==> src/rtl/opbr_pkg.sv <==
`timescale 1ns/1ps
package opbr_pkg;

    localparam int ADDR_W  = 32;
    localparam int DATA_W  = 32;
    localparam int SIZE_W  = 4;
    localparam int NUM_WIN = 6;
    localparam int BYTES   = DATA_W / 8;
    localparam int LANE_W  = $clog2(BYTES);

    localparam logic [SIZE_W-1:0] SZ_BYTE = SIZE_W'(1);
    localparam logic [SIZE_W-1:0] SZ_WORD = SIZE_W'(BYTES);

    typedef enum logic [2:0] {
        WIN_IO      = 3'd0,
        WIN_MEM     = 3'd1,
        WIN_FW      = 3'd2,
        WIN_MASTER  = 3'd3,
        WIN_ARB     = 3'd4,
        WIN_HOSTCTL = 3'd5
    } win_e;

    typedef enum logic [1:0] {
        ACC_BYTE,
        ACC_WORD,
        ACC_BAD
    } acc_e;

    typedef struct packed {
        logic              valid;
        logic              err;
        logic [DATA_W-1:0] rdata;
    } rsp_t;

    function automatic logic [ADDR_W-1:0] win_base(input int idx);
        logic [ADDR_W-1:0] b;
        case (idx)
            int'(WIN_IO):      b = 32'hD001_0000;
            int'(WIN_MEM):     b = 32'hE001_0000;
            int'(WIN_FW):      b = 32'hF000_0000;
            int'(WIN_MASTER):  b = 32'hC001_0000;
            int'(WIN_ARB):     b = 32'hC001_1000;
            int'(WIN_HOSTCTL): b = 32'hC001_2000;
            default:           b = '0;
        endcase
        return b;
    endfunction

    function automatic logic [ADDR_W-1:0] win_span(input int idx);
        logic [ADDR_W-1:0] s;
        case (idx)
            int'(WIN_IO):      s = 32'h0001_0000;
            int'(WIN_MEM):     s = 32'h0FFF_0000;
            int'(WIN_FW):      s = 32'h1000_0000;
            int'(WIN_MASTER):  s = 32'h0000_0060;
            int'(WIN_ARB):     s = 32'h0000_0008;
            int'(WIN_HOSTCTL): s = 32'h0000_0100;
            default:           s = '0;
        endcase
        return s;
    endfunction

    function automatic acc_e classify(input logic [SIZE_W-1:0] sz);
        if (sz == SZ_BYTE)      return ACC_BYTE;
        else if (sz == SZ_WORD) return ACC_WORD;
        else                    return ACC_BAD;
    endfunction

endpackage

==> src/rtl/opbr_window_decode.sv <==
`timescale 1ns/1ps
module opbr_window_decode
    import opbr_pkg::*;
#(
    parameter int AW = ADDR_W,
    parameter int NW = NUM_WIN
) (
    input  logic [AW-1:0] addr,
    output logic [NW-1:0] hit,
    output logic [AW-1:0] offset
);

    logic [AW-1:0] rel [NW];

    for (genvar gi = 0; gi < NW; gi++) begin : g_win
        localparam logic [AW-1:0] BASE = AW'(win_base(gi));
        localparam logic [AW-1:0] SPAN = AW'(win_span(gi));
        assign rel[gi] = addr - BASE;
        assign hit[gi] = (addr >= BASE) && (rel[gi] < SPAN);
    end

    always_comb begin
        offset = '0;
        for (int i = 0; i < NW; i++) begin
            if (hit[i]) offset = offset | rel[i];
        end
    end

endmodule

==> src/rtl/opbr_lane_steer.sv <==
`timescale 1ns/1ps
module opbr_lane_steer
    import opbr_pkg::*;
#(
    parameter int DW = DATA_W,
    parameter int BY = DW / 8,
    parameter int LW = $clog2(BY)
) (
    input  acc_e          acc,
    input  logic [LW-1:0] lane_addr,
    input  logic [DW-1:0] host_wdata,
    input  logic [DW-1:0] word_in,
    output logic [BY-1:0] bmask,
    output logic [DW-1:0] wdata_out,
    output logic [DW-1:0] rdata_out
);

    logic [LW-1:0] lane;
    assign lane = LW'(BY - 1) - lane_addr;

    always_comb begin
        bmask     = '0;
        wdata_out = '0;
        rdata_out = '0;
        case (acc)
            ACC_BYTE: begin
                for (int b = 0; b < BY; b++) begin
                    if (b == int'(lane)) begin
                        bmask[b]          = 1'b1;
                        wdata_out[8*b+:8] = host_wdata[7:0];
                        rdata_out[7:0]    = word_in[8*b+:8];
                    end
                end
            end
            ACC_WORD: begin
                bmask     = '1;
                wdata_out = host_wdata;
                rdata_out = word_in;
            end
            default: ;
        endcase
    end

endmodule

==> src/rtl/opbr_rsp_reg.sv <==
`timescale 1ns/1ps
module opbr_rsp_reg
    import opbr_pkg::*;
(
    input  logic clk,
    input  logic rst,
    input  rsp_t nxt,
    output rsp_t cur
);

    always_ff @(posedge clk) begin
        if (rst) cur <= '0;
        else     cur <= nxt;
    end

endmodule

==> src/rtl/opb_window_router.sv <==
`timescale 1ns/1ps
module opb_window_router
    import opbr_pkg::*;
#(
    parameter int HOST_AW = 64
) (
    input  logic                      clk,
    input  logic                      rst,
    input  logic                      host_req,
    input  logic                      host_we,
    input  logic [HOST_AW-1:0]        host_addr,
    input  logic [SIZE_W-1:0]         host_size,
    input  logic [DATA_W-1:0]         host_wdata,
    output logic [NUM_WIN-1:0]        tgt_sel,
    output logic                      tgt_we,
    output logic [ADDR_W-1:0]         tgt_offset,
    output logic [BYTES-1:0]          tgt_bmask,
    output logic [DATA_W-1:0]         tgt_wdata,
    input  logic [NUM_WIN*DATA_W-1:0] tgt_rdata,
    output logic                      rsp_valid,
    output logic                      rsp_err,
    output logic [DATA_W-1:0]         rsp_rdata
);

    logic [ADDR_W-1:0]  bus_addr;
    logic               unused_upper;
    acc_e               acc;
    logic [NUM_WIN-1:0] hit;
    logic               any_hit;
    logic [DATA_W-1:0]  sel_word;
    logic [DATA_W-1:0]  steered_rd;
    rsp_t               rsp_nxt;
    rsp_t               rsp_cur;

    assign bus_addr     = host_addr[ADDR_W-1:0];
    assign unused_upper = ^host_addr[HOST_AW-1:ADDR_W];
    assign acc          = classify(host_size);
    assign any_hit      = |hit;

    opbr_window_decode #(
        .AW (ADDR_W),
        .NW (NUM_WIN)
    ) u_decode (
        .addr   (bus_addr),
        .hit    (hit),
        .offset (tgt_offset)
    );

    always_comb begin
        sel_word = '0;
        for (int i = 0; i < NUM_WIN; i++) begin
            if (hit[i]) sel_word = sel_word | tgt_rdata[DATA_W*i +: DATA_W];
        end
    end

    opbr_lane_steer #(
        .DW (DATA_W)
    ) u_steer (
        .acc        (acc),
        .lane_addr  (bus_addr[LANE_W-1:0]),
        .host_wdata (host_wdata),
        .word_in    (sel_word),
        .bmask      (tgt_bmask),
        .wdata_out  (tgt_wdata),
        .rdata_out  (steered_rd)
    );

    assign tgt_sel = (host_req && acc != ACC_BAD) ? hit : '0;
    assign tgt_we  = host_we && (|tgt_sel);

    always_comb begin
        rsp_nxt = '0;
        if (host_req) begin
            rsp_nxt.valid = 1'b1;
            if (acc == ACC_BAD) begin
                rsp_nxt.err   = 1'b1;
                rsp_nxt.rdata = '0;
            end else if (!any_hit) begin
                rsp_nxt.err   = 1'b1;
                rsp_nxt.rdata = '1;
            end else begin
                rsp_nxt.err   = 1'b0;
                rsp_nxt.rdata = host_we ? '0 : steered_rd;
            end
        end
    end

    opbr_rsp_reg u_rsp (
        .clk (clk),
        .rst (rst),
        .nxt (rsp_nxt),
        .cur (rsp_cur)
    );

    assign rsp_valid = rsp_cur.valid;
    assign rsp_err   = rsp_cur.err;
    assign rsp_rdata = rsp_cur.rdata;

endmodule

==> config.mk <==
export PLATFORM = sky130hd
export DESIGN_NAME = opb_window_router
export DESIGN_NICKNAME = d
export VERILOG_FILES = /design/src/rtl/opbr_pkg.sv /design/src/rtl/opbr_window_decode.sv /design/src/rtl/opbr_lane_steer.sv /design/src/rtl/opbr_rsp_reg.sv /design/src/rtl/opb_window_router.sv
export SDC_FILE = /design/constraint.sdc
export NUM_CORES = 1
export LEC_CHECK = 0
export BUFFER_PORTS_ARGS = -buffer_cell sky130_fd_sc_hd__buf_2
export CORE_AREA = 2 2 159 161
export CTS_BUF_LIST = sky130_fd_sc_hd__clkbuf_16
export DETAILED_ROUTE_END_ITERATION = 6
export DIE_AREA = 0 0 161 163
export GPL_TIMING_DRIVEN = 0
export PLACE_DENSITY = 0.58
export SYNTH_ARGS = -nofsm -noshare
export SYNTH_HDL_FRONTEND = slang
export SYNTH_HIERARCHICAL = 1
export SYNTH_SLANG_ARGS = --single-unit
export TNS_END_PERCENT = 1
==> constraint.sdc <==
create_clock -name clk -period 6.83 [get_ports clk]
set_clock_uncertainty 0.2 [all_clocks]
set_input_delay 2.049 -clock clk [delete_from_list [all_inputs] [get_ports clk]]
set_output_delay 2.049 -clock clk [all_outputs]
set_load 0.02 [all_outputs]
Word level (Yosys, flattened, before mapping)
Cells that the tools add are included.
{"block": "word_totals", "out_inout_bits": 109, "ff_bits": 34, "word_cells": 90, "input_bits": 296}
{"block": "classes", "addsub": 7, "bitwise": 11, "n_reduce_logical": 14, "eq_ne": 8, "n_lt_le_gt_ge": 12, "muxes": 35}
{"op": "32-bit two-way mux", "n": 13}
{"op": "32-bit OR", "n": 10}
{"op": "32-bit >= comparator, second input constant", "n": 6}
{"op": "32-bit subtractor, second input constant", "n": 6}
{"op": "33-bit two-way mux", "n": 2}
{"op": "8-bit two-way mux", "n": 8}
{"op": "32-bit one-hot mux with 2 select lines", "n": 1}
{"op": "34-bit two-way mux", "n": 1}
{"op": "32-bit by 17-bit less-than comparator with 1-bit output, second input constant", "n": 1}
{"op": "32-bit by 28-bit less-than comparator with 1-bit output, second input constant", "n": 1}
{"op": "32-bit by 29-bit less-than comparator with 1-bit output, second input constant", "n": 1}
{"op": "32-bit by 4-bit less-than comparator with 1-bit output, second input constant", "n": 1}
{"op": "32-bit by 7-bit less-than comparator with 1-bit output, second input constant", "n": 1}
{"op": "32-bit by 9-bit less-than comparator with 1-bit output, second input constant", "n": 1}
{"op": "24-bit two-way mux", "n": 1}
{"op": "8-bit one-hot mux with 2 select lines", "n": 1}
{"op": "6-bit OR reduction", "n": 2}
{"op": "1-bit logical AND", "n": 8}
{"op": "4-bit one-hot mux with 2 select lines", "n": 1}
{"op": "6-bit two-way mux", "n": 1}
{"op": "2-bit equality test, first input constant", "n": 2}
{"op": "4-bit by 1-bit equality test with 1-bit output, second input constant", "n": 1}
{"op": "4-bit by 3-bit equality test with 1-bit output, second input constant", "n": 1}
{"op": "2-bit zero test", "n": 2}
{"op": "other kinds (10)", "n": 14}

Longest topological paths before layout
Gate-level depths: netlist of run 1.
{"block": "logic_depth", "depth_word": 23, "ltp_mapped": 20, "depth_no_buf": 15}

By module
Netlist of run 1, hierarchy kept.
{"module": "opbr_window_decode", "seq_area_each_um2": 0.0, "n_inst": 1, "cells_per_inst": 248, "area_per_inst_um2": 1700.4}
{"module": "opb_window_router", "seq_area_each_um2": 0.0, "n_inst": 1, "cells_per_inst": 249, "area_per_inst_um2": 1473.9}
{"module": "opbr_rsp_reg", "seq_area_each_um2": 680.7, "n_inst": 1, "cells_per_inst": 71, "area_per_inst_um2": 937.1}
{"module": "opbr_lane_steer", "seq_area_each_um2": 0.0, "n_inst": 1, "cells_per_inst": 121, "area_per_inst_um2": 860.8}

Worst setup path after synthesis of run 1
Ideal clock, no wire load.
{"block": "synth_path", "path_kind": "input -> output", "start": "input port host_addr[17]", "end": "output port tgt_we", "setup_slack_ns": -0.753, "stages": 13, "t_required_ns": 4.581, "n_path_buf": 3, "t_arrival_ns": 5.334, "path_cell_list": "clkbuf_1 > inv_1 > ha_1 > or3b_1 > clkbuf_1 > or4_1 > xnor2_2 > a2111oi_2 > and2_1 > clkbuf_1 > inv_1 > nand3_4 > nor3b_1"}
{"block": "synth_via", "elab_chain_cells": 6, "word_cells_on_any_way": 27, "cone_classes": "6 x add/sub; 12 x order compare; 1 x mux; 8 x reduce/logical"}
{"element": "start, declared", "line_no": "opb_window_router.sv:11", "rtl": "input logic [HOST_AW-1:0] host_addr,"}
{"element": "32-bit subtractor", "line_no": "opbr_window_decode.sv:18", "rtl": "assign rel[gi] = addr - BASE;"}
{"element": "32-bit by 7-bit less-than comparator with 1-bit output", "line_no": "opbr_window_decode.sv:19", "rtl": "assign hit[gi] = (addr >= BASE) && (rel[gi] < SPAN);"}
{"element": "1-bit logical AND *", "line_no": "opbr_window_decode.sv:19"}
{"element": "net hit[3]", "line_no": "opb_window_router.sv:28", "rtl": "logic [NUM_WIN-1:0] hit;"}
{"element": "6-bit two-way mux *", "line_no": "opb_window_router.sv:68", "rtl": "assign tgt_sel = (host_req && acc != ACC_BAD) ? hit : '0;"}
{"element": "6-bit OR reduction *", "line_no": "opb_window_router.sv:69", "rtl": "assign tgt_we = host_we && (|tgt_sel);"}
{"element": "1-bit logical AND *", "line_no": "opb_window_router.sv:69"}
{"element": "end, declared", "line_no": "opb_window_router.sv:15", "rtl": "output logic tgt_we,"}
Mark *: on every way through the listed nets, which the timed path passes. The rest lies on a longest branch.

Worst setup path after layout of run 1
{"block": "layout_path", "start": "input port host_addr[16]", "end": "output port tgt_offset[21]"}
{"block": "layout_via", "elab_chain_cells": 14, "word_cells_on_any_way": 35, "cone_classes": "6 x add/sub; 12 x order compare; 6 x mux; 5 x bitwise; 6 x reduce/logical"}
{"element": "32-bit subtractor", "line_no": "opbr_window_decode.sv:18"}
{"element": "32-bit by 17-bit less-than comparator with 1-bit output", "line_no": "opbr_window_decode.sv:19"}
{"element": "1-bit logical AND", "line_no": "opbr_window_decode.sv:19"}
{"element": "32-bit two-way mux", "line_no": "opbr_window_decode.sv:25", "rtl": "if (hit[i]) offset = offset | rel[i];"}
{"element": "32-bit OR", "line_no": "opbr_window_decode.sv:25"}
{"element": "32-bit two-way mux", "line_no": "opbr_window_decode.sv:25"}
{"element": "32-bit OR", "line_no": "opbr_window_decode.sv:25"}
{"element": "32-bit two-way mux", "line_no": "opbr_window_decode.sv:25"}
{"element": "32-bit OR", "line_no": "opbr_window_decode.sv:25"}
{"element": "32-bit two-way mux", "line_no": "opbr_window_decode.sv:25"}
{"element": "32-bit OR", "line_no": "opbr_window_decode.sv:25"}
{"element": "32-bit two-way mux", "line_no": "opbr_window_decode.sv:25"}
{"element": "32-bit OR", "line_no": "opbr_window_decode.sv:25"}
{"element": "32-bit two-way mux *", "line_no": "opbr_window_decode.sv:25"}
{"element": "end, declared", "line_no": "opb_window_router.sv:16", "rtl": "output logic [ADDR_W-1:0] tgt_offset,"}
Every way passes the cells marked *; elsewhere a longest branch is shown, timed or not.

==> reports/qor.csv, run 1 <==
stage,metric,value,unit
status,status,"finished, violations left",
status,failing checks,negative setup slack,
timing,Setup TNS Final,-9600,ps
yosys,Post-Synth Simple-Gate Area,0.322,
timing,Final Max Tran Viols,0,
global_route,pin count of the biggest net entering global routing,11,
die,Rows,58,
setup_path,"CP delay by family, top",simple AND/OR/NAND/NOR gates,
global_route,initial antenna violation count,9,
final_layout,multi-input combinational cell area,3980,µm²
drt,routed length per instance,20.1,µm
yosys,Synth Area in Compound Gates,0.371,
timing,Slew @ Worst Pin,1020,ps
die,Initial Util,0.202,
final_layout,FF/Latch Area,681,µm²
placement,Placed Cells,1385,
yosys,total number of yosys warnings,6,
setup_path,max incr delay on CP,410,ps
timing,Fmax,139,MHz
setup_path,Required @ worst endpoint,4580,ps
cts,htree depth,2,
cts,CTS tree,yes,
setup_path,crit path launch,host_addr[16],
yosys,post-synthesis mux area share,0.0103,
timing,endpoints failing setup,34,
cts,Worst-path clk slew,50,ps
final_layout,Largest regs,u_rsp/cur: 34 flops,
timing,RSZ-0062 raised after global routing,true,
final_layout,fraction of layout cells with a size suffix above 1,0.466,
setup_path,CP Cell Sequence,buf_6 -> clkbuf_16 -> inv_8 -> ha_4 -> or3b_4 -> buf_4 -> buf_4 -> or3_4 -> o2111ai_2 -> a31oi_1 -> o21a_4 -> nor3_4 -> buf_6 -> o22ai_2 -> buf_6,
setup_path,WP data arrival,4940,ps
final_layout,fin nets,1388,
final_layout,final cell count without fillers,1416,
setup_path,startpoint types,primary input,
yosys,Post-synth EDFFs,0,
global_route,Most Crowded Layer GR,met2,
timing,minimum clock period,7190,ps
placement,post-DP HPWL,23.2,mm
setup_path,Worst setup endpoint,tgt_offset[21],
die,chip width,161,µm
timing,fin crit share,1.05,
cts,CTS Hold Bufs,0,
global_route,met2 global-route usage,0.361,
timing,final worst slack,-363,ps
final_layout,register with the most flip-flops,u_rsp/cur,
cts,total CTS buffers,5,
pwr,Lkg Pwr,0.00369,µW
cts,maximum clock path buffer count,2,
final_layout,post-route cell area,8010,µm²
cts,clk sinks,34,
yosys,Synth Area in XOR/XNOR,0.0279,
yosys,largest family of logic cells by synthesized area,compound AO/OA/AOI/OAI gates,
drt,via count,6946,
placement,Area after DPL,7400,µm²
yosys,post-synthesis async set-or-reset flop share,0,
setup_path,cell mode on critical path,buf_6,
drt,vias per inst,4.91,
yosys,Mapped Area,4970,µm²
die,IO Count,405,
yosys,Synth Register Bits,34,
setup_path,crit end category,output pin,
final_layout,Filler Cell Count,2685,
global_route,total global-route track usage,0.199,
yosys,post-synth cell types,81,
yosys,Synth Area in Adders,0.0302,
final_layout,Layout area overhead,61.0,%
global_route,grt met1 use,0.241,
timing,final hold violation count,0,
setup_path,Setup CP Type,in2out,
global_route,met3 usage,0.0308,
setup_path,"Slowest-stage cell, CP",or3_4,
yosys,main flop type after synthesis,dfxtp_1,
setup_path,Crit Path Max Fanout,10,
placement,count of input and output buffers,364,
placement,placer congestion estimate,0.923,
setup_path,Crit path depth,15,
timing,slew margin rel.,0.314,
drt,drt first pass iters,5,
yosys,Post-Syn Instances,689,
drt,Routed Antenna Nets,0,
final_layout,max reg flops,34,
global_route,vias in the first global route,6343,
pwr,Peak VDD IR,103,µV
yosys,sequential area share after synthesis,0.137,
die,Die Area,26200,µm²
yosys,Avg Inst Size Synth,7.22,µm²
die,CORE AREA,24700,µm²
drt,Post-route DRC,0,
drt,First DRT Iteration DRCs,364,
pwr,PD cells,82.9,nW/µm²
hold_path,Min-Delay Path Class,in2reg,
drt,Routed WL,28.4,mm
global_route,GRT overflow,0,
setup_path,Bufs and invs on worst path,7,
run,max-capacitance violation count,0,
global_route,first-pass GRT wire length,39.5,mm
cts,CTS root buf,clkbuf_16,
die,Die Ht,163,µm
per-layer routing:
| layer | part of all wire | vias up | wire length [µm] |
|---|---|---|---|
| li1 | - | 3361 | - |
| met1 | 0.41 | 3226 | 11500 |
| met2 | 0.50 | 310 | 14300 |
| met3 | 0.065 | 41 | 1850 |
| met4 | 0.025 | 8 | 708 |
| met5 | 0.0014 | - | 40 |
area by class of cell:
| type | instances | area share |
|---|---|---|
| antenna | 5 | 0.00156 |
| buffer | 73 | 0.0686 |
| clock buffer | 5 | 0.0156 |
| clock inverter | 3 | 0.00156 |
| inverter | 22 | 0.0134 |
| multi-input combinational | 560 | 0.497 |
| sequential | 34 | 0.0850 |
| tap | 330 | 0.0516 |
| timing repair buffer | 384 | 0.266 |
worst min-delay path by stage:
stage | from | end | cells after the start
finish | host_req | u_rsp/cur[33] | 2
global route | host_req | u_rsp/cur[33] | 2
CTS | host_req | u_rsp/cur[33] | 2
detailed placement | host_req | u_rsp/cur[33] | 2
global placement | host_req | u_rsp/cur[33] | 2
floorplan | host_req | u_rsp/cur[33] | 1
through the flow:
step / setup WS (ps) / util / total power [µW] / hold slack, ps
2_1_floorplan: -119 / - / 323 / 1990
3_3_place_gp: -1080 / 0.300 / 444 / 2110
3_5_place_dp: -971 / 0.300 / 446 / 2120
4_1_cts: -379 / 0.323 / 666 / 1830
5_1_grt: -442 / 0.324 / 697 / 1840
6_report: -363 / 0.324 / 664 / 1830
cell usage after synthesis (all sizes together), types with 5 or more instances:
library cell / count / area share
ha: 12 / 0.030
o22ai: 7 / 0.014
buf: 38 / 0.057
a21oi: 49 / 0.051
and3b: 5 / 0.0088
inv: 21 / 0.016
a22oi: 97 / 0.15
dfxtp: 34 / 0.14
nor4: 9 / 0.016
nand2: 54 / 0.041
xnor2: 8 / 0.016
nor3: 20 / 0.029
or4: 9 / 0.014
or3: 7 / 0.0098
and2: 36 / 0.045
clkbuf: 37 / 0.028
a211oi: 6 / 0.0091
xor2: 7 / 0.012
nand4: 8 / 0.010
nor2b: 35 / 0.044
nor2: 37 / 0.030
o21ai: 14 / 0.016
a21boi: 13 / 0.020
a22o: 24 / 0.042
a221o: 8 / 0.016
nand3: 39 / 0.042
report_power, final:
group	total, µW	switching [µW]	internal [µW]
clock	204	73.3	131
sequential	204	1.01	203
combinational	255	136	118
total	664	211	453
logic make-up (layout without fill, tap and decap cells):
group | count (synthesis) | after routing
flip-flops | 34 | 34
AO/OA/AOI/OAI | 246 | 246
adder cells (fa/ha/maj) | 12 | 12
buffers and inverters | 97 | 487
AND/OR/NAND/NOR | 279 | 279
multiplexers | 5 | 5
other | 1 | 8
XOR/XNOR | 15 | 15
layout by cell type (no fill, tap or decap), drive strengths merged, types with 3 or more instances in the layout:
master / instances
and2b: 4
clkbuf: 41
nor3: 20
nor2b: 35
o21ai: 14
ha: 12
nand2b: 3
and3b: 5
nand2: 54
nand4: 8
and2: 36
a221o: 8
clkinv: 3
a21oi: 49
xor2: 7
or3: 7
a2111oi: 3
nor4b: 4
xnor2: 8
a22o: 24
o22ai: 7
nor4: 9
a211oi: 6
buf: 421
nor2: 37
inv: 22
diode: 5
dfxtp: 34
mux2i: 4
or4: 9
or2: 3
a22oi: 97
a31oi: 4
nand3: 39
a21boi: 13
conb: 3
timing repair:
action	in CTS	in global routing
buffers inserted	17	3
pin swaps	19	7
hold endpoints to repair	0	0
endpoints found under the setup margin	34	34
gates resized for setup	83	12
cloned	0	0
No activity file was read; power rests on OpenSTA's default activity.
==> run 2, diff against run 1 <==
--- a/config.mk
+++ b/config.mk
@@ -5,13 +5,14 @@
 export SDC_FILE = /design/constraint.sdc
 export NUM_CORES = 1
 export LEC_CHECK = 0
+export ABC_AREA = 1
 export BUFFER_PORTS_ARGS = -buffer_cell sky130_fd_sc_hd__buf_2
 export CORE_AREA = 2 2 159 161
 export CTS_BUF_LIST = sky130_fd_sc_hd__clkbuf_16
 export DETAILED_ROUTE_END_ITERATION = 6
 export DIE_AREA = 0 0 161 163
 export GPL_TIMING_DRIVEN = 0
-export PLACE_DENSITY = 0.58
+export PLACE_DENSITY = 0.53
 export SYNTH_ARGS = -nofsm -noshare
 export SYNTH_HDL_FRONTEND = slang
 export SYNTH_HIERARCHICAL = 1
==> run 2 against run 1 <==
Net effect: the run now ends clean; maximum frequency is 7.0% higher; critical path depth is 4 higher; sequential power hardly changed; synthesized cell count rose by 93%; hold slack worse by 57 ps; flip-flop and latch count unchanged; power up 17%; die area did not move; count of clock-buffer cells in the layout stayed put; clock power increased by 42%; highest routed layer unchanged.
==> reports/qor.csv, run 2 <==
stage,metric,value,unit
setup_path,startpoint types,primary input,
pwr,sw frac,0.322,
yosys,Post-Syn Instances,1329,
cts,clk sinks,34,
placement,count of input and output buffers,364,
pwr,Seq pwr share,0.262,
drt,First DRT Iteration DRCs,754,
final_layout,max reg flops,34,
die,Die Area,26200,µm²
timing,minimum clock period,6720,ps
drt,routed length per instance,15.9,µm
pwr,Peak VDD IR,157,µV
yosys,total number of yosys warnings,6,
setup_path,Crit Path Max Fanout,7,
global_route,vias in the first global route,8539,
setup_path,crit path launch,host_addr[13],
timing,Final Max Tran Viols,0,
yosys,Yosys top cell area share,0.308,
die,CORE AREA,24700,µm²
die,chip width,161,µm
yosys,sequential area share after synthesis,0.104,
yosys,top-count cell post-synth,nand2_1,
cts,maximum clock path buffer count,2,
yosys,post-synth cell types,39,
yosys,dominant cell type by area after synthesis,nand2_1,
setup_path,crit end category,output pin,
pwr,PD cells,83.3,nW/µm²
pwr,Final Power,776,µW
yosys,largest cells by area after synthesis,"nand2_1 (31%), inv_1 (11%), nor2_1 (11%)",
yosys,post-synthesis async set-or-reset flop share,0,
timing,RSZ-0062 raised after global routing,true,
setup_path,"Slowest-stage cell, CP",a21oi_1,
final_layout,register with the most flip-flops,u_rsp/cur,
timing,final hold violation count,0,
pwr,cell internal pwr,526,µW
global_route,first-pass GRT wire length,48.3,mm
setup_path,"CP delay by family, top",simple AND/OR/NAND/NOR gates,
yosys,Avg Inst Size Synth,4.91,µm²
timing,Fmax,149,MHz
setup_path,WP data arrival,4470,ps
die,Initial Util,0.264,
timing,endpoints failing setup,0,
die,IO Count,405,
cts,Worst-path clk slew,50,ps
yosys,Mapped Area,6520,µm²
cts,CTS tree,yes,
timing,Slew @ Worst Pin,812,ps
cts,htree depth,2,
final_layout,final cell count without fillers,2051,
final_layout,fin nets,2025,
pwr,Clk pwr share,0.374,
hold_path,Min-Delay Path Class,in2reg,
drt,Routed Antenna Nets,0,
pwr,Comb pwr share,0.364,
pwr,Lkg Pwr,0.00546,µW
placement,post-DP HPWL,27.5,mm
final_layout,Largest regs,u_rsp/cur: 34 flops,
setup_path,max incr delay on CP,200,ps
yosys,main flop type after synthesis,dfxtp_1,
yosys,Synth Register Bits,34,
drt,Post-route DRC,0,
timing,slew margin rel.,0.459,
yosys,Post-synth EDFFs,0,
global_route,initial antenna violation count,5,
pwr,reported net switching power,250,µW
die,Rows,58,
setup_path,CP Cell Sequence,buf_2 -> inv_4 -> ha_4 -> inv_2 -> o21ai_4 -> nand2_2 -> inv_1 -> nand3_1 -> a21oi_1 -> nand3_1 -> nor2_4 -> nand3_2 -> inv_1 -> buf_6 -> nor2_2 -> nand3_4 -> nand2_1 -> nor2_2 -> buf_4,
global_route,pin count of the biggest net entering global routing,13,
final_layout,"most common cell after layout, fill and taps aside",nand2_1,
cts,total CTS buffers,5,
run,max-capacitance violation count,0,
placement,Placed Cells,2025,
setup_path,Setup CP Type,in2out,
status,status,"complete, no violations",
timing,fin crit share,0.984,
drt,drt first pass iters,6,
yosys,commonest cells in the netlist,"nand2_1 (535), inv_1 (188), nor2_1 (187), nand3_1 (79), a21oi_1 (74)",
final_layout,"commonest cells after routing, fill and taps aside","nand2_1 (531), buf_2 (379), inv_1 (183)",
drt,via count,9298,
final_layout,Filler Cell Count,2915,
drt,vias per inst,4.53,
drt,Routed WL,32.7,mm
global_route,total global-route track usage,0.234,
final_layout,fraction of layout cells with a size suffix above 1,0.315,
die,Die Ht,163,µm
hold_path,hold wc startpoint,rst,
final_layout,Layout area overhead,42.7,%
cts,CTS root buf,clkbuf_16,
placement,placer congestion estimate,0.908,
setup_path,Bufs and invs on worst path,7,
global_route,GRT overflow,0,
setup_path,Required @ worst endpoint,4580,ps
[run 2: final timing paths]
path | endpoint | slack [ps] | depth (start not counted)
max | tgt_we | 110 | 19
min | u_rsp/cur[33] | 1780 | 2
[run 2: final cells by class]
class                      instances  area, µm²  area share
multi-input combinational       1039       4850       0.522
inverter                         198        768      0.0825
buffer                            58        437      0.0469
clock buffer                       5        125      0.0134
timing repair buffer             380       1950       0.210
tap                              330        413      0.0444
sequential                        34        681      0.0731
clock inverter                     3       68.8     0.00739
antenna                            4       10.0     0.00108
[run 2: through the flow]
stage | utilization | setup TNS (ps) | setup WS (ps) | instance area (µm²) | hold slack (ps)
3_3_place_gp | 0.355 | -8510 | -1110 | 8770 | 2060
3_5_place_dp | 0.355 | -6820 | -1010 | 8770 | 2060
4_1_cts | 0.369 | -70.0 | -70.0 | 9110 | 1770
2_1_floorplan | - | 0 | 214 | 6530 | 1960
6_report | 0.377 | 0 | 107 | 9310 | 1780
5_1_grt | 0.377 | -116 | -51.4 | 9310 | 1780
[run 2: cells by family after synthesis]
kind of cell	Yosys count	synth area share
AOI/OAI and AO/OA	129	0.104
DFF	34	0.104
other	1	0.000575
xor gates and xnor gates	11	0.0148
and+or+nand+nor	883	0.578
adders and majority gates	13	0.0249
buffers and inverters	258	0.174
[run 2: repair_timing]
item / in CTS / in global routing
hold buffers: 0 / 0
gates resized for setup: 38 / 38
buffers inserted: 5 / 11
endpoints found under the setup margin: 19 / 16
pin swaps: 2 / 7
hold endpoints to repair: 0 / 0
[run 2: metal layers]
metal / global-route usage / up-vias / share of wire
li1: - / 4785 / -
met1: 0.324 / 4124 / 0.46
met2: 0.400 / 352 / 0.47
met3: 0.0176 / 35 / 0.055
met4: 0.0491 / 2 / 0.017
met5: 0 / - / 0.00040
[run 2: power by group through the flow]
stage               registers (µW)  logic (µW)  clock network, µW
floorplan                      213         131                  0
global placement               208         266                  0
detailed placement             208         266                  0
CTS                            204         274                294
global route                   204         311                304
finish                         204         282                290
==> run 3, diff against run 2 <==
--- a/config.mk
+++ b/config.mk
@@ -11,7 +11,6 @@
 export CTS_BUF_LIST = sky130_fd_sc_hd__clkbuf_16
 export DETAILED_ROUTE_END_ITERATION = 6
 export DIE_AREA = 0 0 161 163
-export GPL_TIMING_DRIVEN = 0
 export PLACE_DENSITY = 0.53
 export SYNTH_ARGS = -nofsm -noshare
 export SYNTH_HDL_FRONTEND = slang
==> run 3 against run 2 <==
Net effect: sequential share of layout area grew 0.30 points; critical path depth shrank 1; worst setup slack better by 85 ps; hold slack improved by 54 ps; clock power down 14%; first-iteration DRC count decreased by 4.1%; die area unchanged; non-clock buffer count down 29; maximum frequency up 1.3%; flip-flop and latch count unchanged.
==> reports/qor.csv, run 3 (synthesis gave the netlist of run 2 again) <==
stage,metric,value,unit
drt,Post-route DRC,0,
timing,minimum clock period,6640,ps
pwr,reported net switching power,242,µW
drt,Routed Antenna Nets,0,
global_route,pin count of the biggest net entering global routing,35,
timing,Final Max Tran Viols,0,
pwr,cell internal pwr,479,µW
setup_path,Crit Path Max Fanout,6,
final_layout,Layout area overhead,37.1,%
timing,Slew @ Worst Pin,901,ps
cts,Worst-path clk slew,50,ps
cts,clk sinks,34,
setup_path,crit end category,output pin,
setup_path,Required @ worst endpoint,4580,ps
cts,CTS root buf,clkbuf_16,
final_layout,register with the most flip-flops,u_rsp/cur,
timing,RSZ-0062 raised after global routing,false,
drt,via count,9251,
pwr,Peak VDD IR,135,µV
timing,Setup TNS Final,0,ps
die,Die Ht,163,µm
drt,First DRT Iteration DRCs,723,
drt,Routed WL,31.1,mm
final_layout,Largest regs,u_rsp/cur: 34 flops,
timing,fin crit share,0.972,
placement,placer congestion estimate,0.945,
timing,Fmax,151,MHz
die,CORE AREA,24700,µm²
drt,vias per inst,4.57,
placement,count of input and output buffers,369,
hold_path,hold depth,3,
final_layout,Filler Cell Count,2896,
cts,total CTS buffers,5,
global_route,first-pass GRT wire length,45.8,mm
final_layout,max reg flops,34,
global_route,GRT overflow,0,
placement,post-DP HPWL,25.5,mm
pwr,PD cells,80.7,nW/µm²
die,Die Area,26200,µm²
die,Initial Util,0.264,
timing,slew margin rel.,0.399,
global_route,initial antenna violation count,6,
drt,routed length per instance,15.4,µm
final_layout,fin nets,1996,
timing,Hold Slack,1830,ps
die,chip width,161,µm
setup_path,WP data arrival,4390,ps
final_layout,"commonest cells after routing, fill and taps aside","nand2_1 (534), buf_2 (369), inv_1 (188)",
final_layout,fraction of layout cells with a size suffix above 1,0.294,
pwr,sw frac,0.336,
run,max-capacitance violation count,0,
drt,drt first pass iters,6,
status,status,"complete, no violations",
cts,maximum clock path buffer count,2,
cts,CTS tree,yes,
die,Rows,58,
hold_path,WHS Endpoint,u_rsp/cur[33],
cts,htree depth,2,
pwr,Lkg Pwr,0.00534,µW
setup_path,Setup CP Type,in2out,
hold_path,Min-Delay Path Class,in2reg,
pwr,Seq pwr share,0.282,
final_layout,"most common cell after layout, fill and taps aside",nand2_1,
global_route,vias in the first global route,8084,
pwr,Clk pwr share,0.344,
setup_path,startpoint types,primary input,
global_route,total global-route track usage,0.220,
pwr,Comb pwr share,0.373,
timing,final hold violation count,0,
timing,endpoints failing setup,0,
hold_path,hold wc startpoint,host_req,
die,IO Count,405,
## run 3: changes by cell type in the layout (fill, tap and decap cells not counted), sizes merged
cell      change
buf          -18
clkbuf       -11
clkinv        +2
clkinvlp      -2
bufinv        -1
diode         +1
inv           +1
## run 3: routing by layer
metal,up-vias,share of wire,wire [µm],GRT usage
met5,-,0.00042,13,0
met4,2,0.015,479,0.0414
met3,29,0.056,1760,0.0173
met2,353,0.47,14600,0.366
met1,4133,0.46,14300,0.313
li1,4734,-,-,-
## run 3: power by group through the flow
| stage | logic, µW | registers, µW | clock network [µW] |
|---|---|---|---|
| floorplan | 131 | 213 | 0 |
| global placement | 263 | 208 | 0 |
| detailed placement | 265 | 208 | 0 |
| CTS | 266 | 204 | 253 |
| global route | 296 | 204 | 262 |
| finish | 269 | 204 | 249 |
## run 3: worst max-delay path: stages
cell and delay (ps):
buf_2 110, inv_2 50, buf_4 100, ha_1 250
nand2_4 110, inv_2 130, nand2_1 110, nand2_1 70
nand2_1 80, nor2_1 110, nand2_1 150, nor3_1 240
a21boi_4 260, nor2_2 80, nand3_4 100, nand2_1 60
nor2_1 130, buf_2 190
## run 3: what timing repair did
item	CTS	global route
hold endpoints to repair	0	0
resized for setup	0	9
buffers inserted	0	2
endpoints found under the setup margin	0	14
hold buffers	0	0
## run 3: worst max-delay path by stage
stage                        startpoint            end  slack (ps)  cells past startpoint
final                     host_addr[17]         tgt_we         190                     18
after global routing      host_addr[14]         tgt_we         0.2                     19
after CTS                 host_addr[14]         tgt_we         140                     19
after global placement    host_addr[16]  tgt_offset[0]         120                     16
after floorplan           host_addr[29]     tgt_sel[5]         210                     15
after detailed placement  host_addr[14]         tgt_we         150                     20
## run 3: stage by stage
step	total power, µW	worst slack [ps]	std cells	util	cell area, µm²
detailed placement	472	147	2008	0.353	8710
finish	722	192	2023	0.362	8940
floorplan	345	214	1331	-	6530
CTS	722	136	2016	0.360	8870
global route	763	0.158	2023	0.362	8940
global placement	471	117	2008	0.353	8710
## run 3: final cells by class
class,count,area (µm²),share of cell area
antenna,5,12.5,0.00140
clock buffer,5,125,0.0140
clock inverter,3,40.0,0.00448
inverter,198,743,0.0831
multi-input combinational,1039,4770,0.533
sequential,34,681,0.0761
tap,330,413,0.0462
timing repair buffer,409,2160,0.241
